File: src/rtl/sac_pkg.sv
`timescale 1ns/1ps
package sac_pkg;
  // register byte offsets; decode depends on these
  localparam int unsigned OFS_TEST  = 'h00;
  localparam int unsigned OFS_LOCK  = 'h04;
  localparam int unsigned OFS_MODE  = 'h08;
  localparam int unsigned OFS_TRIG  = 'h0C;
  localparam int unsigned OFS_STATE = 'h10;

  typedef enum logic [1:0] {
    ACK_HW    = 2'd0,
    ACK_SW    = 2'd1,
    ACK_NONE  = 2'd2,
    ACK_NONE3 = 2'd3
  } ack_mode_e;
endpackage

File: src/rtl/sac_regs.sv
`timescale 1ns/1ps
module sac_regs
  import sac_pkg::*;
#(
  parameter int NUM_CH = 13,
  parameter int ADDR_W = 5,
  parameter int DATA_W = 32
) (
  input  logic                  clk_i,
  input  logic                  rst_i,
  input  logic                  wr_i,
  input  logic                  rd_i,
  input  logic [ADDR_W-1:0]     addr_i,
  input  logic [DATA_W-1:0]     wdata_i,
  input  logic [NUM_CH-1:0]     state_i,
  output logic                  lock_en_o,
  output logic [2*NUM_CH-1:0]   mode_o,
  output logic [NUM_CH-1:0]     force_o,
  output logic [NUM_CH-1:0]     test_o,
  output logic [NUM_CH-1:0]     clr_o,
  output logic [DATA_W-1:0]     rdata_o
);
  localparam int MODE_W = 2 * NUM_CH;

  logic                lock_en_q;
  logic [MODE_W-1:0]   mode_q;
  logic [NUM_CH-1:0]   trig_q;
  logic [DATA_W-1:0]   rdata_q;
  logic [DATA_W-1:0]   rd_word;
  logic hit_test, hit_lock, hit_mode, hit_trig, hit_state;
  logic unused_wdata;

  assign hit_test  = wr_i && (addr_i == ADDR_W'(OFS_TEST));
  assign hit_lock  = wr_i && (addr_i == ADDR_W'(OFS_LOCK));
  assign hit_mode  = wr_i && (addr_i == ADDR_W'(OFS_MODE));
  assign hit_trig  = wr_i && (addr_i == ADDR_W'(OFS_TRIG));
  assign hit_state = wr_i && (addr_i == ADDR_W'(OFS_STATE));

  assign unused_wdata = ^wdata_i[DATA_W-1:MODE_W];

  always_ff @(posedge clk_i) begin
    if (rst_i) begin
      lock_en_q <= 1'b1;
      mode_q    <= '0;
      trig_q    <= '0;
      rdata_q   <= '0;
    end else begin
      if (hit_lock && !wdata_i[0]) lock_en_q <= 1'b0;
      if (hit_mode && lock_en_q)   mode_q    <= wdata_i[MODE_W-1:0];
      if (hit_trig)                trig_q    <= wdata_i[NUM_CH-1:0];
      if (rd_i)                    rdata_q   <= rd_word;
    end
  end

  always_comb begin
    rd_word = '0;
    if (addr_i == ADDR_W'(OFS_LOCK))       rd_word[0]          = lock_en_q;
    else if (addr_i == ADDR_W'(OFS_MODE))  rd_word[MODE_W-1:0] = mode_q;
    else if (addr_i == ADDR_W'(OFS_TRIG))  rd_word[NUM_CH-1:0] = trig_q;
    else if (addr_i == ADDR_W'(OFS_STATE)) rd_word[NUM_CH-1:0] = state_i;
  end

  assign test_o    = hit_test  ? wdata_i[NUM_CH-1:0] : '0;
  assign clr_o     = hit_state ? wdata_i[NUM_CH-1:0] : '0;
  assign lock_en_o = lock_en_q;
  assign mode_o    = mode_q;
  assign force_o   = trig_q;
  assign rdata_o   = rdata_q;
endmodule

File: src/rtl/sac_chan.sv
`timescale 1ns/1ps
module sac_chan
  import sac_pkg::*;
(
  input  logic      clk_i,
  input  logic      rst_i,
  input  logic      req_hi_i,
  input  logic      req_lo_n_i,
  input  logic      test_i,
  input  logic      force_i,
  input  ack_mode_e mode_i,
  input  logic      clr_i,
  output logic      evt_o,
  output logic      ack_o,
  output logic      state_o
);
  logic sensor_act, evt_d, ack_d, state_d;
  logic evt_q, ack_q, state_q;

  // either line at its asserted level counts; no complement check
  assign sensor_act = req_hi_i | ~req_lo_n_i;
  assign evt_d      = sensor_act | test_i | force_i;

  always_comb begin
    unique case (mode_i)
      ACK_HW:  ack_d = sensor_act;
      ACK_SW:  ack_d = clr_i & state_q;
      default: ack_d = 1'b0;
    endcase
  end

  // a new event outranks a clearing write on the same edge
  assign state_d = evt_d ? 1'b1 : (clr_i ? 1'b0 : state_q);

  always_ff @(posedge clk_i) begin
    if (rst_i) begin
      evt_q   <= 1'b0;
      ack_q   <= 1'b0;
      state_q <= 1'b0;
    end else begin
      evt_q   <= evt_d;
      ack_q   <= ack_d;
      state_q <= state_d;
    end
  end

  assign evt_o   = evt_q;
  assign ack_o   = ack_q;
  assign state_o = state_q;
endmodule

File: src/rtl/sensor_alert_ack_ctrl.sv
`timescale 1ns/1ps
module sensor_alert_ack_ctrl
  import sac_pkg::*;
#(
  parameter int NUM_CH = 13,
  parameter int ADDR_W = 5,
  parameter int DATA_W = 32
) (
  input  logic              clk_i,
  input  logic              rst_i,
  input  logic [NUM_CH-1:0] req_hi_i,
  input  logic [NUM_CH-1:0] req_lo_n_i,
  input  logic              reg_wr_i,
  input  logic              reg_rd_i,
  input  logic [ADDR_W-1:0] reg_addr_i,
  input  logic [DATA_W-1:0] reg_wdata_i,
  output logic [DATA_W-1:0] reg_rdata_o,
  output logic [NUM_CH-1:0] alert_evt_o,
  output logic [NUM_CH-1:0] sensor_ack_o
);
  localparam int MODE_W = 2 * NUM_CH;

  logic                lock_en;
  logic [MODE_W-1:0]   mode_bits;
  logic [NUM_CH-1:0]   force_bits;
  logic [NUM_CH-1:0]   test_bits;
  logic [NUM_CH-1:0]   clr_bits;
  logic [NUM_CH-1:0]   state_bits;

  sac_regs #(
    .NUM_CH (NUM_CH),
    .ADDR_W (ADDR_W),
    .DATA_W (DATA_W)
  ) u_regs (
    .clk_i     (clk_i),
    .rst_i     (rst_i),
    .wr_i      (reg_wr_i),
    .rd_i      (reg_rd_i),
    .addr_i    (reg_addr_i),
    .wdata_i   (reg_wdata_i),
    .state_i   (state_bits),
    .lock_en_o (lock_en),
    .mode_o    (mode_bits),
    .force_o   (force_bits),
    .test_o    (test_bits),
    .clr_o     (clr_bits),
    .rdata_o   (reg_rdata_o)
  );

  for (genvar i = 0; i < NUM_CH; i++) begin : g_ch
    sac_chan u_chan (
      .clk_i      (clk_i),
      .rst_i      (rst_i),
      .req_hi_i   (req_hi_i[i]),
      .req_lo_n_i (req_lo_n_i[i]),
      .test_i     (test_bits[i]),
      .force_i    (force_bits[i]),
      .mode_i     (ack_mode_e'(mode_bits[2*i +: 2])),
      .clr_i      (clr_bits[i]),
      .evt_o      (alert_evt_o[i]),
      .ack_o      (sensor_ack_o[i]),
      .state_o    (state_bits[i])
    );
  end
endmodule

File: config.mk
export PLATFORM = sky130hd
export DESIGN_NAME = sensor_alert_ack_ctrl
export DESIGN_NICKNAME = d
export VERILOG_FILES = /design/src/rtl/sac_pkg.sv /design/src/rtl/sac_regs.sv /design/src/rtl/sac_chan.sv /design/src/rtl/sensor_alert_ack_ctrl.sv
export SDC_FILE = /design/constraint.sdc
export NUM_CORES = 1
export LEC_CHECK = 0
export BUFFER_PORTS_ARGS = -buffer_cell sky130_fd_sc_hd__clkbuf_2
export CORE_ASPECT_RATIO = 1.25
export CORE_MARGIN = 3
export CORE_UTILIZATION = 52
export DETAILED_ROUTE_END_ITERATION = 10
export GPL_ROUTABILITY_DRIVEN = 0
export PLACE_DENSITY = 0.8
export SYNTH_ARGS = -nofsm -noshare
export SYNTH_HDL_FRONTEND = slang
export SYNTH_HIERARCHICAL = 1
export SYNTH_SLANG_ARGS = --single-unit
File: constraint.sdc
create_clock -name clk_i -period 2.1 [get_ports clk_i]
set_clock_uncertainty 0.05 [all_clocks]
set_input_delay 0.105 -clock clk_i [delete_from_list [all_inputs] [get_ports clk_i]]
set_output_delay 0.105 -clock clk_i [all_outputs]
set_load 0.05 [all_outputs]
==> run metrics <==
status=finished clean; initial antenna violation count=0; startpoint types=input pin; die area=9810 um2; I/O pin count=125; drt via density=5.37; Detailed Route Iter0 Violations=228; Die Y=110 um; Ant. Diodes=0; worst hold path type=in2reg; Area growth, synth to finish=26.3%; worst ir drop on vdd=0.000458 V; WL met3=594 um; fraction of registers with async set/reset=0%; number of hold buffers added after cts=38; CTS tree=built; Pre-antenna DRT Iters=5; RSZ-0062 raised after global routing=no; most common cell after layout, fill and taps aside=clkbuf_2; Post-Syn Area per Cell=9.49 um2; Die Wd=89.2 um; Tmin final=1.56 ns; # Post-CTS Setup Buffers=0; crit path max fanout=13; DRC=0; CTS buffer count=9; Required @ worst endpoint=2.30 ns; grt ovf=0; DR WL met2=5920 um; post-synthesis sequential area ratio=46.7%; Netlist cell types=38; IO buf count=112; Final Setup Violations=0; final net count=686; Core ar.=8330 um2; Yosys warning total=6; clk root buf=clkbuf_8; post-synthesis sequential element count=105; Max Cap Viol=0; Clock Tree Buf Depth=2; Wirelength per Cell=15.9 um; setup TNS=0 ns; power per cell area=693 nW/um2; largest net degree at the start of global routing=75; Starting Density=54.0%; fin. max-slew vios=0; Worst Tran Pin Value=1.14 ns; Final Cell Area=5680 um2; final wirelength=11500 um; main flop type after synthesis=dfxtp_1; WS Path Type=in2reg; final hold vios=0; GRT Total Usage=23.7%; CTS sink count=105; CTS H-tree lvls=3; layout cells sized above 1=26.9%; Rows=37; cell count after synthesis=474; Max transition margin=23.9%; WL met1=4730 um; placed inst area=5090 um2; top sig layer=met4; LEAKAGE=2.28 nW; hpwl dp=7700 um; Critical Path AT=1.76 ns; fin crit share=74.3%; post-CTS sizing=0; Post-synth EDFFs=0; via count=3874; commonest non-fill, non-tap cells in the layout=111 x clkbuf_2, 105 x dfxtp_1, 55 x nor2_1; worst skew pair latency=0.36 ns; vias in the first global route=3830; cell area after synthesis=4500 um2; first-pass GRT wire length=18100 um; Fmax=641 MHz; Post-DRT Antenna Nets=0; Clock transition at path regs=0.10 ns; Worst Setup End Kind=flip-flop
-- where the power goes --
group	internal, W	switching (W)	total (W)
Combinational	0.000208	0.000349	0.000558
Clock	0.000572	0.000725	0.00130
Sequential	0.00205	0.0000310	0.00208
-- metal layers --
metal,GRT usage (%),vias to the layer above
li1,-,1924
met1,29.8,1805
met2,40.1,125
met3,4.16,20
met4,9.04,0
met5,0,-
-- final cells by class --
type                    instances  area, um2
clock inverters                 7       82.6
multi-input cells             330       2190
inverters                      14       52.6
clock buffers                   9        124
well taps                      97        121
flip-flops and latches        105       2100
fillers                       652       2650
repair buffers                159       1010
-- metrics by stage --
step | util, % | hold slack [ns] | power [W] | instances | worst slack (ns)
after floorplan | - | 0.124 | 0.00246 | 479 | 0.486
after global placement | 61.1 | 0.292 | 0.00261 | 667 | 0.267
after detailed placement | 61.1 | 0.298 | 0.00263 | 667 | 0.172
after CTS | 68.2 | 0.00211 | 0.00396 | 721 | 0.540
after global routing | 68.2 | 0.00776 | 0.00408 | 721 | 0.417
final | 68.2 | 0.00535 | 0.00394 | 721 | 0.539
-- kinds of logic after synthesis --
family,after synthesis,synth area share (%)
DFF,105,46.7
and+or+nand+nor,166,20.7
buffers and inverters,44,5.23
other,1,0.0833
AOI/OAI and AO/OA,119,18.6
muxes,39,8.68
-- state kept, by name (all words and copies together), names as in the netlist --
register	cells
u_regs/force_o	13
g_ch.u_chan/state_o	13
u_regs/mode_o	26
u_regs/rdata_o	26
g_ch.u_chan/ack_o	13
g_ch.u_chan/evt_o	13
u_regs/lock_en_o	1
-- Yosys cell counts (14+ instances only) --
master	number	area, um2
a21oi_1	38	190
and2_1	27	169
clkbuf_1	16	60.1
dfxtp_1	105	2100
inv_1	14	52.6
mux2i_1	39	390
nand2_1	27	101
nand2b_1	15	93.8
nor2_1	55	206
o21ai_0	24	120
-- worst paths after layout --
kind / slack (ns) / cells after the start / startpoint / end
worst min-delay path: 0.005 / 3 / reg_wdata_i[6] / u_regs/force_o[6]
worst max register to register: 0.73 / 5 / u_regs/lock_en_o / u_regs/mode_o[11]
worst min register to register: 0.42 / 2 / u_regs/rdata_o[25] / u_regs/rdata_o[25]
worst max-delay path: 0.54 / 8 / reg_addr_i[3] / g_ch[1].u_chan/ack_o
-- critical path: stages --
cell and delay [ns]:
clkbuf_2 0.13, nor3_2 0.28, nand2_1 0.13, nor3b_1 0.21
buf_4 0.24, and2_1 0.16, a21boi_0 0.11, a2111oi_2 0.38
Note: power is estimated with default switching activity, not from simulation.
